[src/rtl/psw_pkg.sv]
package psw_pkg;
  localparam int PSW_W  = 16;
  localparam int PRI_W  = 3;
  localparam int B_C    = 0;
  localparam int B_D    = 1;
  localparam int B_Z    = 2;
  localparam int B_S    = 3;
  localparam int B_B    = 4;
  localparam int B_O    = 5;
  localparam int B_I    = 6;
  localparam int B_U    = 7;
  localparam int IPL_LO = 12;
  localparam int NFLAG  = 8;

  typedef enum logic [2:0] {
    ACT_HOLD, ACT_ALU, ACT_WRITE, ACT_SWI, ACT_ACCEPT
  } psw_act_e;

  function automatic logic [PSW_W-1:0] psw_mask();
    logic [PSW_W-1:0] m;
    m = '0;
    for (int k = 0; k < NFLAG; k++) m[k] = 1'b1;
    for (int k = 0; k < PRI_W; k++) m[IPL_LO+k] = 1'b1;
    return m;
  endfunction
endpackage

[src/rtl/psw_accept_gate.sv]
module psw_accept_gate
  import psw_pkg::*;
(
  input  logic             irq_req,
  input  logic [PRI_W-1:0] irq_pri,
  input  logic             ie,
  input  logic [PRI_W-1:0] ipl,
  output logic             take
);
  function automatic logic outranks(input logic [PRI_W-1:0] req, input logic [PRI_W-1:0] cur);
    return req > cur;
  endfunction

  assign take = irq_req & ie & outranks(irq_pri, ipl);
endmodule

[src/rtl/psw_alu_flags.sv]
module psw_alu_flags #(
  parameter int DATA_W = 16
) (
  input  logic [DATA_W-1:0] result,
  input  logic              carry_in,
  input  logic              ovf_in,
  output logic              f_c,
  output logic              f_z,
  output logic              f_s,
  output logic              f_o
);
  function automatic logic is_zero(input logic [DATA_W-1:0] v);
    return (v == '0);
  endfunction

  function automatic logic is_neg(input logic [DATA_W-1:0] v);
    return v[DATA_W-1];
  endfunction

  assign f_c = carry_in;
  assign f_z = is_zero(result);
  assign f_s = is_neg(result);
  assign f_o = ovf_in;
endmodule

[src/rtl/psw_action_sel.sv]
module psw_action_sel
  import psw_pkg::*;
(
  input  logic     take,
  input  logic     swi_stb,
  input  logic     sw_wr,
  input  logic     alu_upd,
  output psw_act_e act
);
  always_comb begin
    if (take)         act = ACT_ACCEPT;
    else if (swi_stb) act = ACT_SWI;
    else if (sw_wr)   act = ACT_WRITE;
    else if (alu_upd) act = ACT_ALU;
    else              act = ACT_HOLD;
  end
endmodule

[src/rtl/psw_state.sv]
module psw_state
  import psw_pkg::*;
#(
  parameter int NUM_W       = 6,
  parameter int SWI_U_LIMIT = 32
) (
  input  logic             clk,
  input  logic             rst_n,
  input  psw_act_e         act,
  input  logic             take,
  input  logic [PRI_W-1:0] irq_pri,
  input  logic [NUM_W-1:0] swi_num,
  input  logic [PSW_W-1:0] sw_wdata,
  input  logic             f_c,
  input  logic             f_z,
  input  logic             f_s,
  input  logic             f_o,
  output logic [PSW_W-1:0] word,
  output logic [PSW_W-1:0] saved,
  output logic             acc
);
  localparam logic [PSW_W-1:0] MASK = psw_mask();

  logic [PSW_W-1:0] nxt, nxt_saved;
  logic             nxt_acc;
  logic             swi_low;

  assign swi_low = (int'(swi_num) < SWI_U_LIMIT);

  always_comb begin
    nxt       = word;
    nxt_saved = saved;
    nxt_acc   = 1'b0;
    unique case (act)
      ACT_ACCEPT: begin
        nxt_saved = word;
        nxt[B_I]  = 1'b0;
        nxt[B_U]  = 1'b0;
        nxt[IPL_LO +: PRI_W] = irq_pri;
        nxt_acc   = 1'b1;
      end
      ACT_SWI: begin
        nxt_saved = word;
        if (swi_low) nxt[B_U] = 1'b0;
      end
      ACT_WRITE: nxt = sw_wdata & MASK;
      ACT_ALU: begin
        nxt[B_C] = f_c;
        nxt[B_Z] = f_z;
        nxt[B_S] = f_s;
        nxt[B_O] = f_o;
      end
      default: ;
    endcase
  end

  always_ff @(posedge clk) begin
    if (!rst_n) begin
      word  <= '0;
      saved <= '0;
      acc   <= 1'b0;
    end else begin
      word  <= nxt;
      saved <= nxt_saved;
      acc   <= nxt_acc;
    end
  end

  // accept pulse follows a gate decision and lasts one cycle
  assert_accept_pulse_R3: assert property (@(posedge clk) disable iff (!rst_n)
    acc |=> !acc);
  assert_accept_cause_R3: assert property (@(posedge clk) disable iff (!rst_n)
    take |-> (word[B_I] && irq_pri > word[IPL_LO +: PRI_W]));
  // acceptance leaves enable and stack select cleared, level loaded
  assert_accept_clears_R4: assert property (@(posedge clk) disable iff (!rst_n)
    take |=> (!word[B_I] && !word[B_U] && word[IPL_LO +: PRI_W] == $past(irq_pri)
              && saved == $past(word)));
  // high software interrupt numbers keep stack select
  assert_swi_high_keeps_u_R5: assert property (@(posedge clk) disable iff (!rst_n)
    (act == ACT_SWI && !swi_low) |=> (word == $past(word)));
  // ALU update touches only its four flags
  assert_alu_only_four_R8: assert property (@(posedge clk) disable iff (!rst_n)
    (act == ACT_ALU) |=> (word[B_D] == $past(word[B_D]) && word[B_B] == $past(word[B_B])
                          && word[B_U:B_I] == $past(word[B_U:B_I])
                          && word[IPL_LO +: PRI_W] == $past(word[IPL_LO +: PRI_W])));
  // reserved bits stay zero
  always @(posedge clk)
    if (rst_n) assert_reserved_zero_R2: assert ((word & ~MASK) == '0);
endmodule

[src/rtl/psw_status_unit.sv]
module psw_status_unit
  import psw_pkg::*;
#(
  parameter int DATA_W      = 16,
  parameter int NUM_W       = 6,
  parameter int SWI_U_LIMIT = 32
) (
  input  logic              clk,
  input  logic              rst_n,
  input  logic              alu_upd,
  input  logic [DATA_W-1:0] alu_result,
  input  logic              alu_carry,
  input  logic              alu_ovf,
  input  logic              sw_wr,
  input  logic [PSW_W-1:0]  sw_wdata,
  input  logic              irq_req,
  input  logic [PRI_W-1:0]  irq_pri,
  input  logic              swi_stb,
  input  logic [NUM_W-1:0]  swi_num,
  output logic [PSW_W-1:0]  psw,
  output logic              accept,
  output logic [PSW_W-1:0]  psw_saved,
  output logic              sp_sel,
  output logic              bank_sel
);
  logic     take;
  logic     f_c, f_z, f_s, f_o;
  psw_act_e act;

  psw_accept_gate u_gate (
    .irq_req (irq_req),
    .irq_pri (irq_pri),
    .ie      (psw[B_I]),
    .ipl     (psw[IPL_LO +: PRI_W]),
    .take    (take)
  );

  psw_alu_flags #(.DATA_W(DATA_W)) u_alu (
    .result   (alu_result),
    .carry_in (alu_carry),
    .ovf_in   (alu_ovf),
    .f_c      (f_c),
    .f_z      (f_z),
    .f_s      (f_s),
    .f_o      (f_o)
  );

  psw_action_sel u_sel (
    .take    (take),
    .swi_stb (swi_stb),
    .sw_wr   (sw_wr),
    .alu_upd (alu_upd),
    .act     (act)
  );

  psw_state #(.NUM_W(NUM_W), .SWI_U_LIMIT(SWI_U_LIMIT)) u_state (
    .clk      (clk),
    .rst_n    (rst_n),
    .act      (act),
    .take     (take),
    .irq_pri  (irq_pri),
    .swi_num  (swi_num),
    .sw_wdata (sw_wdata),
    .f_c      (f_c),
    .f_z      (f_z),
    .f_s      (f_s),
    .f_o      (f_o),
    .word     (psw),
    .saved    (psw_saved),
    .acc      (accept)
  );

  assign sp_sel   = psw[B_U];
  assign bank_sel = psw[B_B];

  // acceptance wins over a same-cycle write
  assert_accept_beats_write_R7: assert property (@(posedge clk) disable iff (!rst_n)
    (take && sw_wr) |=> accept);
endmodule

[config.mk]
export PLATFORM = sky130hd
export DESIGN_NAME = psw_status_unit
export DESIGN_NICKNAME = d
export VERILOG_FILES = /design/src/rtl/psw_pkg.sv /design/src/rtl/psw_accept_gate.sv /design/src/rtl/psw_alu_flags.sv /design/src/rtl/psw_action_sel.sv /design/src/rtl/psw_state.sv /design/src/rtl/psw_status_unit.sv
export SDC_FILE = /design/constraint.sdc
export NUM_CORES = 1
export LEC_CHECK = 0
export ABC_AREA = 1
export BUFFER_PORTS_ARGS = -buffer_cell sky130_fd_sc_hd__buf_4
export CORE_ASPECT_RATIO = 2
export CORE_MARGIN = 4
export CORE_UTILIZATION = 37
export CTS_CLUSTER_DIAMETER = 60
export DETAILED_ROUTE_END_ITERATION = 12
export PLACE_DENSITY = 0.79
export SETUP_SLACK_MARGIN = 0.5
export SYNTH_ARGS = -nofsm -noshare
export SYNTH_HDL_FRONTEND = slang
export SYNTH_SLANG_ARGS = --single-unit
[constraint.sdc]
create_clock -name clk -period 1.4 [get_ports clk]
set_clock_uncertainty 0.05 [all_clocks]
set_input_delay 0.14 -clock clk [delete_from_list [all_inputs] [get_ports clk]]
set_output_delay 0.14 -clock clk [all_outputs]
set_load 0.1 [all_outputs]
==> results.toml, run 1 <==
[outcome]
status = "complete, but fails checks"
failed_checks = "setup timing"

[setup_path]
required_ps = 1530
crit_end = "u_state.saved[4]$_SDFFE_PN0P_"
crit_fanout = 15
setup.worst_path.start_class = "flip-flop"
reg2reg_from = "u_state.word[13]$_SDFFE_PN0P_"
worstRegToRegCells = 8
worstPathCellList = "inv_4 -> ha_4 -> nand3_2 -> nand2_2 -> nand2_4 -> nand2_4 -> o21ai_1 -> a21oi_1"
cpMostUsedCell = "nand2_4"
critPathArrivalTime_ps = 1700
path_class = "flip-flop to flip-flop"
critPathLaunch = "u_state.word[13]$_SDFFE_PN0P_"
reg2reg_to = "u_state.saved[4]$_SDFFE_PN0P_"
rrSetupSlack_ps = -170
crit_slowest_cell = "dfxtp_4"
critPathCaptureType = "flip-flop"
cpPeakStageDelay_ps = 380

[clocking]
clkSinkCount = 23
cts_buffers = 3
htreeDepth = 1
clk_pin_slew_ps = 90
ctsLongestPathBuffers = 2
cts_tree = "done"
cts_root_buf = "clkbuf_8"
postCtsHoldBufs = 0
clk_latency_ps = 280

[sta]
whs_ps = 85.1
hold_violations = 0
setup_violations = 22
layout_min_cycle_time_ps = 1570
timing.final.crit_share_pct = 112
setup_slack_ps = -166
rsz0062_at_grt = "yes"
slew_violations = 0
tns_ps = -2710
fmax_mhz = 638

[synth]
synth-main-ff-cell = "dfxtp_1"
synth_seq_area_share_pct = 36.9
ys_ff_latch = 23
synth_cell_type_count = 24
syn_area_um2 = 1250
synth_edf_count = 0
syn-instance-count = 167
syn_area_per_cell_um2 = 7.47
ys_warn_count = 0
synthArstFlopShare_pct = 0

[route]
route.detailed.drc = 0
drt-initial-drc-count = 44
wl_met2_mm = 2.70
wl_met3_um = 186
met1Wirelength_mm = 1.38
vias_per_cell = 5.02
drtAntennaViolNets = 0
vias = 1420
top_layer = "met4"
routedWlPerCell_um = 15.6
drt_first_pass_iters = 4
routed_wirelength_mm = 4.43

[worst_hold_path]
hold_class = "input port to flip-flop"
hp-start = "sw_wdata[4]"

[placement]
dp_hpwl_mm = 2.93
pre_cts_ws_ps = -187
io_buffers = 63
place_congestion = 0.862

[power_and_ir_drop]
ir_drop_mv = 0.681
totalPowerFinal_mw = 2.01
p_leak_nw = 1.10
p_per_area_nw_per_um2 = 842

[floorplan]
start_util_pct = 39.1
placementRows = 29
die_h_um = 90.1
io_pins = 84
dieArea_um2 = 4420
chipWidth_um = 49.1
coreArea_um2 = 3190

[global_routing]
grt_pass1_wl_mm = 6.39
grt_start_max_net_pins = 16
antenna_found_initial = 0
first_global_vias = 1419
globalRouteOverflowTotal = 0
grt_use_total_pct = 18.3

[final_layout]
final_cell_mix = "58 x buf_4, 26 x nand2_1, 26 x buf_12, 21 x nand3_1, 14 x a21oi_1"
fin_nets = 305
syn2layout_area_growth_pct = 91.2
final_common_cell = "buf_4"
layout-drive-gt1-share_pct = 57.5
antenna_cells = 0
final_util_pct = 74.7

[run]
cap_violations = 0
## routing by layer
layer	track usage (%)	vias to the layer above
met4	10.3	0
li1	-	698
met5	0	-
met1	15.6	659
met3	2.65	13
met2	37.0	50
## cells in the mapped netlist, types with 3 or more instances
cell type,count,area [um2]
a21oi_1,15,75.1
nand3_1,28,140
nor2_1,11,41.3
nand4_1,5,31.3
o21ai_0,4,20.0
dfxtp_1,23,460
inv_2,3,11.3
buf_4,13,97.6
nand3_2,3,30.0
ha_1,3,37.5
nand2_1,26,97.6
nand2_2,3,18.8
inv_1,13,48.8
buf_2,3,15.0
## critical path, delay by kind of cell (launching register included)
kind	cells	cell delay (ps)
fa+ha+maj	1	270
compound gates	2	290
simple gates	4	440
flops	1	380
buf+inv	1	40
## cell type report
class,count,area (um2)
inverter,18,72.6
multi-input combinational,116,676
tap,31,38.8
clock inverter,1,5.00
clock buffer,3,41.3
timing repair buffer,91,1030
sequential,23,517
fill,240,808
## sequential cells by signal, indices dropped and copies added (netlist names)
name / flops
u_state.word: 11
u_state.saved: 11
u_state.acc: 1
## power by group
part / switching [mW] / internal (mW) / total (mW)
Sequential: 0.0381 / 0.680 / 0.718
Combinational: 0.546 / 0.318 / 0.864
Clock: 0.227 / 0.200 / 0.426
## worst min path at each step
stage | to | slack, ps | cells past startpoint
final | u_state.word[4]$_SDFFE_PN0N_ | 90 | 3
after global routing | u_state.word[4]$_SDFFE_PN0N_ | 100 | 3
after CTS | u_state.word[4]$_SDFFE_PN0N_ | 90 | 3
after floorplan | u_state.saved[14]$_SDFFE_PN0P_ | 220 | 2
after detailed placement | u_state.word[4]$_SDFFE_PN0N_ | 360 | 3
after global placement | u_state.word[4]$_SDFFE_PN0N_ | 350 | 3
## per-stage QoR
stage	std cells	area (um2)
finish	283	2380
detailed placement	264	1810
floorplan	176	1390
global route	283	2380
global placement	264	1810
CTS	276	2260
## kinds of logic after synthesis
logic type               Yosys count  share of synthesized area [%]
buffers and inverters             37                           18.6
AO/OA/AOI/OAI                     24                           10.5
AND/OR/NAND/NOR                   79                           30.7
other                              1                          0.301
adder cells (fa/ha/maj)            3                           3.01
flip-flops                        23                           36.9
## timing repair
| item | CTS | global route |
|---|---|---|
| buffers inserted | 8 | 7 |
| setup endpoints to repair | 48 | 48 |
| gates cloned | 0 | 0 |
| pin swaps | 2 | 9 |
| resized for setup | 87 | 14 |
Power figures use the tool's default switching activity.
==> run 2: changes to the inputs <==
- CORE_UTILIZATION: 37 -> 44
- GPL_TIMING_DRIVEN: not set -> 0
- PLACE_DENSITY: 0.79 -> 0.88
- clock period: 1.4 -> 1.99 ns (I/O delays scaled with it)
==> run 2 against run 1 <==
Net effect:
- sequential share of layout area grew 1.0 points
- sequential power is 31% lower
- the flow now finishes without violations
- combinational power decreased by 35%
- utilization rose by 1.8 points
- clock power down 30%
- wire length down 4.7%
- total power decreased by 32%
- setup slack improved by 430 ps
==> results.toml, run 2 (synthesized netlist as in run 1, its figures left out) <==
[sta]
slew_violations = 0
setup_violations = 0
timing.final.crit_share_pct = 86.8
layout_min_cycle_time_ps = 1730
rsz0062_at_grt = "yes"
tns_ps = 0
hold_violations = 0
fmax_mhz = 579
whs_ps = 141

[setup_path]
setup.worst_path.start_class = "flip-flop"
rrSetupSlack_ps = 260
crit_fanout = 6
critPathCaptureType = "flip-flop"
reg2reg_from = "u_state.word[14]$_SDFFE_PN0P_"
reg2reg_to = "u_state.word[0]$_SDFFE_PN0P_"
required_ps = 2120
critPathArrivalTime_ps = 1850
path_class = "flip-flop to flip-flop"
worstRegToRegCells = 11

[final_layout]
stdcell_count = 282
final_cell_mix = "83 x buf_4, 25 x nand2_1, 23 x nand3_1, 18 x dfxtp_1, 14 x a21oi_1"
fillerInstances = 194
layout-drive-gt1-share_pct = 49.8
fin_nets = 306
multi_input_area_um2 = 684
syn2layout_area_growth_pct = 67.7
antenna_cells = 0
final_common_cell = "buf_4"
reg.largest.list = "u_state.saved (11), u_state.word (11), u_state.acc (1)"
regArea_um2 = 474

[global_routing]
grt_util_met3_pct = 1.95
first_global_vias = 1332
grt_use_total_pct = 19.6
grt_pass1_wl_mm = 5.80
antenna_found_initial = 0
use_met2_pct = 36.2
grt_use_met1_pct = 20.1
grt_start_max_net_pins = 14
globalRoute.busiestLayer = "met2"
globalRouteOverflowTotal = 0

[placement]
dp.cells = 268
place_congestion = 0.788
dp_hpwl_mm = 2.81
io_buffers = 63

[clocking]
cts_tree = "done"
clkSinkCount = 23
clk_pin_slew_ps = 80
cts_buffers = 3
postCtsHoldBufs = 0
cts_root_buf = "clkbuf_8"
ctsLongestPathBuffers = 2
clk_latency_ps = 270
htreeDepth = 1

[power_and_ir_drop]
totalPowerFinal_mw = 1.36
p_per_area_nw_per_um2 = 649
p_leak_nw = 1.06
ir_drop_mv = 0.539

[floorplan]
io_pins = 84
placementRows = 27
die_h_um = 83.3
coreArea_um2 = 2740
chipWidth_um = 45.7
dieArea_um2 = 3800
start_util_pct = 45.6

[route]
drt_first_pass_iters = 4
drtAntennaViolNets = 0
vias = 1458
routed_wirelength_mm = 4.22
vias_per_cell = 5.17
route.detailed.drc = 0
routedWlPerCell_um = 15.0
drt-initial-drc-count = 53

[worst_hold_path]
holdPathEnd = "u_state.word[4]$_SDFFE_PN0N_"
hp-start = "sw_wdata[4]"
hold_depth = 3
hold_class = "input port to flip-flop"

[run]
cap_violations = 0

[outcome]
status = "finished, final reports clean"
## run 2: cell types whose count changed in the layout (fill, tap and decap cells not counted), sizes merged
cell,change
buf,-2
clkbuf,+3
## run 2: worst max path at each step
| stage | startpoint | endpoint | slack (ps) | depth (start not counted) |
|---|---|---|---|---|
| final | u_state.word[14]$_SDFFE_PN0P_ | u_state.word[0]$_SDFFE_PN0P_ | 260 | 11 |
| after CTS | u_state.word[14]$_SDFFE_PN0P_ | u_state.word[13]$_SDFFE_PN0P_ | 400 | 12 |
| after global placement | u_state.word[14]$_SDFFE_PN0P_ | u_state.word[13]$_SDFFE_PN0P_ | 390 | 11 |
| after global routing | u_state.word[14]$_SDFFE_PN0P_ | u_state.word[0]$_SDFFE_PN0P_ | 220 | 12 |
| after detailed placement | u_state.word[14]$_SDFFE_PN0P_ | u_state.word[13]$_SDFFE_PN0P_ | 370 | 11 |
| after floorplan | u_state.word[14]$_SDFFE_PN0P_ | u_state.word[13]$_SDFFE_PN0P_ | 260 | 11 |
## run 2: metal layers
metal  up-vias  routed length (um)
met5         -                   0
met4         0                 179
met3        16                 237
met2        66                2490
met1       676                1310
li1        700                   -
## run 2: where the power goes
group / leakage [nW] / internal, mW / switching [mW]
logic: 0.842 / 0.174 / 0.385
clock network: 0.0255 / 0.140 / 0.159
registers: 0.191 / 0.481 / 0.0170
total: 1.06 / 0.796 / 0.561
## run 2: timing repair
action | CTS | global route
gates cloned | 0 | 3
endpoints found under the hold margin | 0 | 0
endpoints found under the setup margin | 22 | 23
buffers inserted | 3 | 4
pin swaps | 2 | 4
resized for setup | 4 | 10
## run 2: critical path, cell delays in order, from the launching register on
cell,delay (ps)
dfxtp_4,370
inv_4,40
ha_4,260
a21oi_4,160
nand2_4,70
nand2_4,110
buf_12,140
o21ai_2,90
nand2_1,140
nand3_2,80
nand2_1,80
inv_1,50
## run 2: area by class of cell
class                   instances  share of cell area (%)
plain buffers                  19                    8.49
clock buffers                   3                    1.97
clock inverters                 1                   0.239
inverters                      18                    3.47
multi-input cells             116                    32.7
flip-flops and latches         23                    22.7
well taps                      29                    1.73
repair buffers                 73                    28.7
## run 2: metrics by stage
stage	cell area, um2	utilization, %	worst slack, ps
5_1_grt	2090	76.5	218
3_3_place_gp	1850	67.6	390
4_1_cts	1940	71.1	402
3_5_place_dp	1850	67.6	366
2_1_floorplan	1340	-	255
6_report	2090	76.5	263
==> run 3: changes to the inputs <==
- REMOVE_ABC_BUFFERS: not set -> 1
==> run 3 against run 2 <==
Net effect:
- clock power decreased by 3%
- sequential share of layout area increased by 2.0 points
- critical path depth unchanged
- register-to-register slack improved by 170 ps
- combinational power decreased by 5.5%
- first-iteration DRC count decreased by 74%
- total power decreased by 2.9%
- global-route usage decreased by 0.73 points
- utilization decreased by 7.6 points
- largest cell class is now multi-input gates
- highest routed layer unchanged
==> results.toml, run 3 (synthesized netlist as in run 1, its figures left out) <==
[route]
route.detailed.drc = 0
drtAntennaViolNets = 0
vias = 1345
drt-initial-drc-count = 14
routed_wirelength_mm = 3.66
vias_per_cell = 5.13
routedWlPerCell_um = 14.0
drt_first_pass_iters = 4

[placement]
io_buffers = 63
place_congestion = 0.738
dp_hpwl_mm = 2.50

[floorplan]
coreArea_um2 = 2740
die_h_um = 83.3
io_pins = 84
dieArea_um2 = 3800
start_util_pct = 45.6
placementRows = 27
chipWidth_um = 45.7

[clocking]
ctsLongestPathBuffers = 2
cts_root_buf = "clkbuf_8"
postCtsHoldBufs = 0
clk_pin_slew_ps = 80
cts_buffers = 3
htreeDepth = 1
clk_latency_ps = 270
clkSinkCount = 23
cts_tree = "done"

[final_layout]
fin_nets = 286
final_common_cell = "buf_4"
antenna_cells = 0
syn2layout_area_growth_pct = 51.0
fillerInstances = 220
final_cell_mix = "69 x buf_4, 26 x nand3_1, 25 x nand2_1, 20 x dfxtp_1, 14 x a21oi_1"
regArea_um2 = 464
reg.largest.list = "u_state.saved (11), u_state.word (11), u_state.acc (1)"
layout-drive-gt1-share_pct = 43.8
multi_input_area_um2 = 734
final_util_pct = 68.8

[setup_path]
critPathCaptureType = "flip-flop"
worstPathCellList = "inv_2 -> ha_4 -> nand3_2 -> nand2_2 -> inv_6 -> nand2_8 -> o21ai_4 -> nand2_1 -> nand3_1 -> nand2_1 -> inv_1"
cpMostUsedCell = "nand2_1"
reg2reg_from = "u_state.word[14]$_SDFFE_PN0P_"
setup.worst_path.start_class = "flip-flop"
reg2reg_to = "u_state.word[0]$_SDFFE_PN0P_"
path_class = "flip-flop to flip-flop"
critPathArrivalTime_ps = 1680
worst_path_dominant_cell_family = "simple AND/OR/NAND/NOR gates"
crit_slowest_cell = "dfxtp_2"
worstRegToRegCells = 11
required_ps = 2110
path_buf_inv = 3
crit_fanout = 8
cpPeakStageDelay_ps = 350
rrSetupSlack_ps = 440

[run]
cap_violations = 0

[global_routing]
globalRouteOverflowTotal = 0
grt_pass1_wl_mm = 5.44
grt_use_total_pct = 18.8
antenna_found_initial = 0
first_global_vias = 1304
grt_start_max_net_pins = 16

[sta]
rsz0062_at_grt = "yes"
layout_min_cycle_time_ps = 1550
setup_violations = 0
fmax_mhz = 643
tns_ps = 0
hold_violations = 0
timing.final.crit_share_pct = 78.1
slew_violations = 0

[worst_hold_path]
hold_class = "input port to flip-flop"
hp-start = "sw_wdata[1]"
holdPathEnd = "u_state.word[1]$_SDFFE_PN0N_"
hold_depth = 3

[power_and_ir_drop]
ir_drop_mv = 0.378
p_per_area_nw_per_um2 = 700
p_leak_nw = 0.897
internal_power_mw = 0.768
power_frac_seq_pct = 37.9
swShare_pct = 41.7
pwr-share-comb_pct = 40.0
power_switching_mw = 0.550
clkPwrFrac_pct = 22.0

[outcome]
status = "finished, final reports clean"
==> run 3: timing repair <==
action / CTS / global route
buffers inserted: 5 / 2
setup endpoints to repair: 23 / 22
resized for setup: 18 / 10
cloned: 2 / 0
pin swaps: 4 / 11
==> run 3: worst max path at each step <==
stage	endpoint	from	cells after the start	slack [ps]
3_3_place_gp	u_state.saved[13]$_SDFFE_PN0P_	u_state.word[14]$_SDFFE_PN0P_	8	80
6_report	u_state.word[0]$_SDFFE_PN0P_	u_state.word[14]$_SDFFE_PN0P_	11	440
4_1_cts	u_state.word[13]$_SDFFE_PN0P_	u_state.word[14]$_SDFFE_PN0P_	10	480
2_1_floorplan	u_state.saved[4]$_SDFFE_PN0P_	u_state.word[14]$_SDFFE_PN0P_	8	-450
5_1_grt	u_state.word[3]$_SDFFE_PN0P_	u_state.word[14]$_SDFFE_PN0P_	10	330
3_5_place_dp	u_state.saved[14]$_SDFFE_PN0P_	u_state.word[14]$_SDFFE_PN0P_	8	20
==> run 3: tightest hold or removal path, stage by stage <==
cell and delay (ps):
buf_4 80, o21ai_1 60, a21oi_1 100
==> run 3: cell type report <==
type	count	share of cell area [%]
inverters	18	3.85
multi-input cells	118	39.0
clock inverters	1	0.266
well taps	29	1.93
repair buffers	70	28.1
flip-flops and latches	23	24.7
clock buffers	3	2.19
==> run 3: power by group through the flow <==
stage                     Combinational, mW  Clock (mW)  Sequential (mW)
after CTS                             0.505       0.290            0.498
after global placement                0.455           0            0.508
after floorplan                       0.163           0            0.683
final                                 0.528       0.290            0.500
after global routing                  0.552       0.300            0.503
after detailed placement              0.461           0            0.509
==> run 3: metrics by stage <==
| step | cell area, um2 | power (mW) | hold slack, ps | worst slack, ps | cells |
|---|---|---|---|---|---|
| final | 1880 | 1.32 | 152 | 435 | 262 |
| after global routing | 1880 | 1.36 | 193 | 332 | 262 |
| after CTS | 1810 | 1.29 | 148 | 479 | 260 |
| after detailed placement | 1630 | 0.970 | 424 | 17.4 | 249 |
| after global placement | 1630 | 0.963 | 408 | 77.5 | 249 |
| after floorplan | 1120 | 0.846 | 247 | -453 | 157 |
==> run 3: metal layers <==
metal | share of wire (%) | track usage [%] | vias to the layer above
li1 | - | - | 666
met1 | 33 | 19.0 | 621
met2 | 58 | 33.8 | 44
met3 | 4.7 | 1.95 | 14
met4 | 3.8 | 11.2 | 0
met5 | 0 | 0 | -
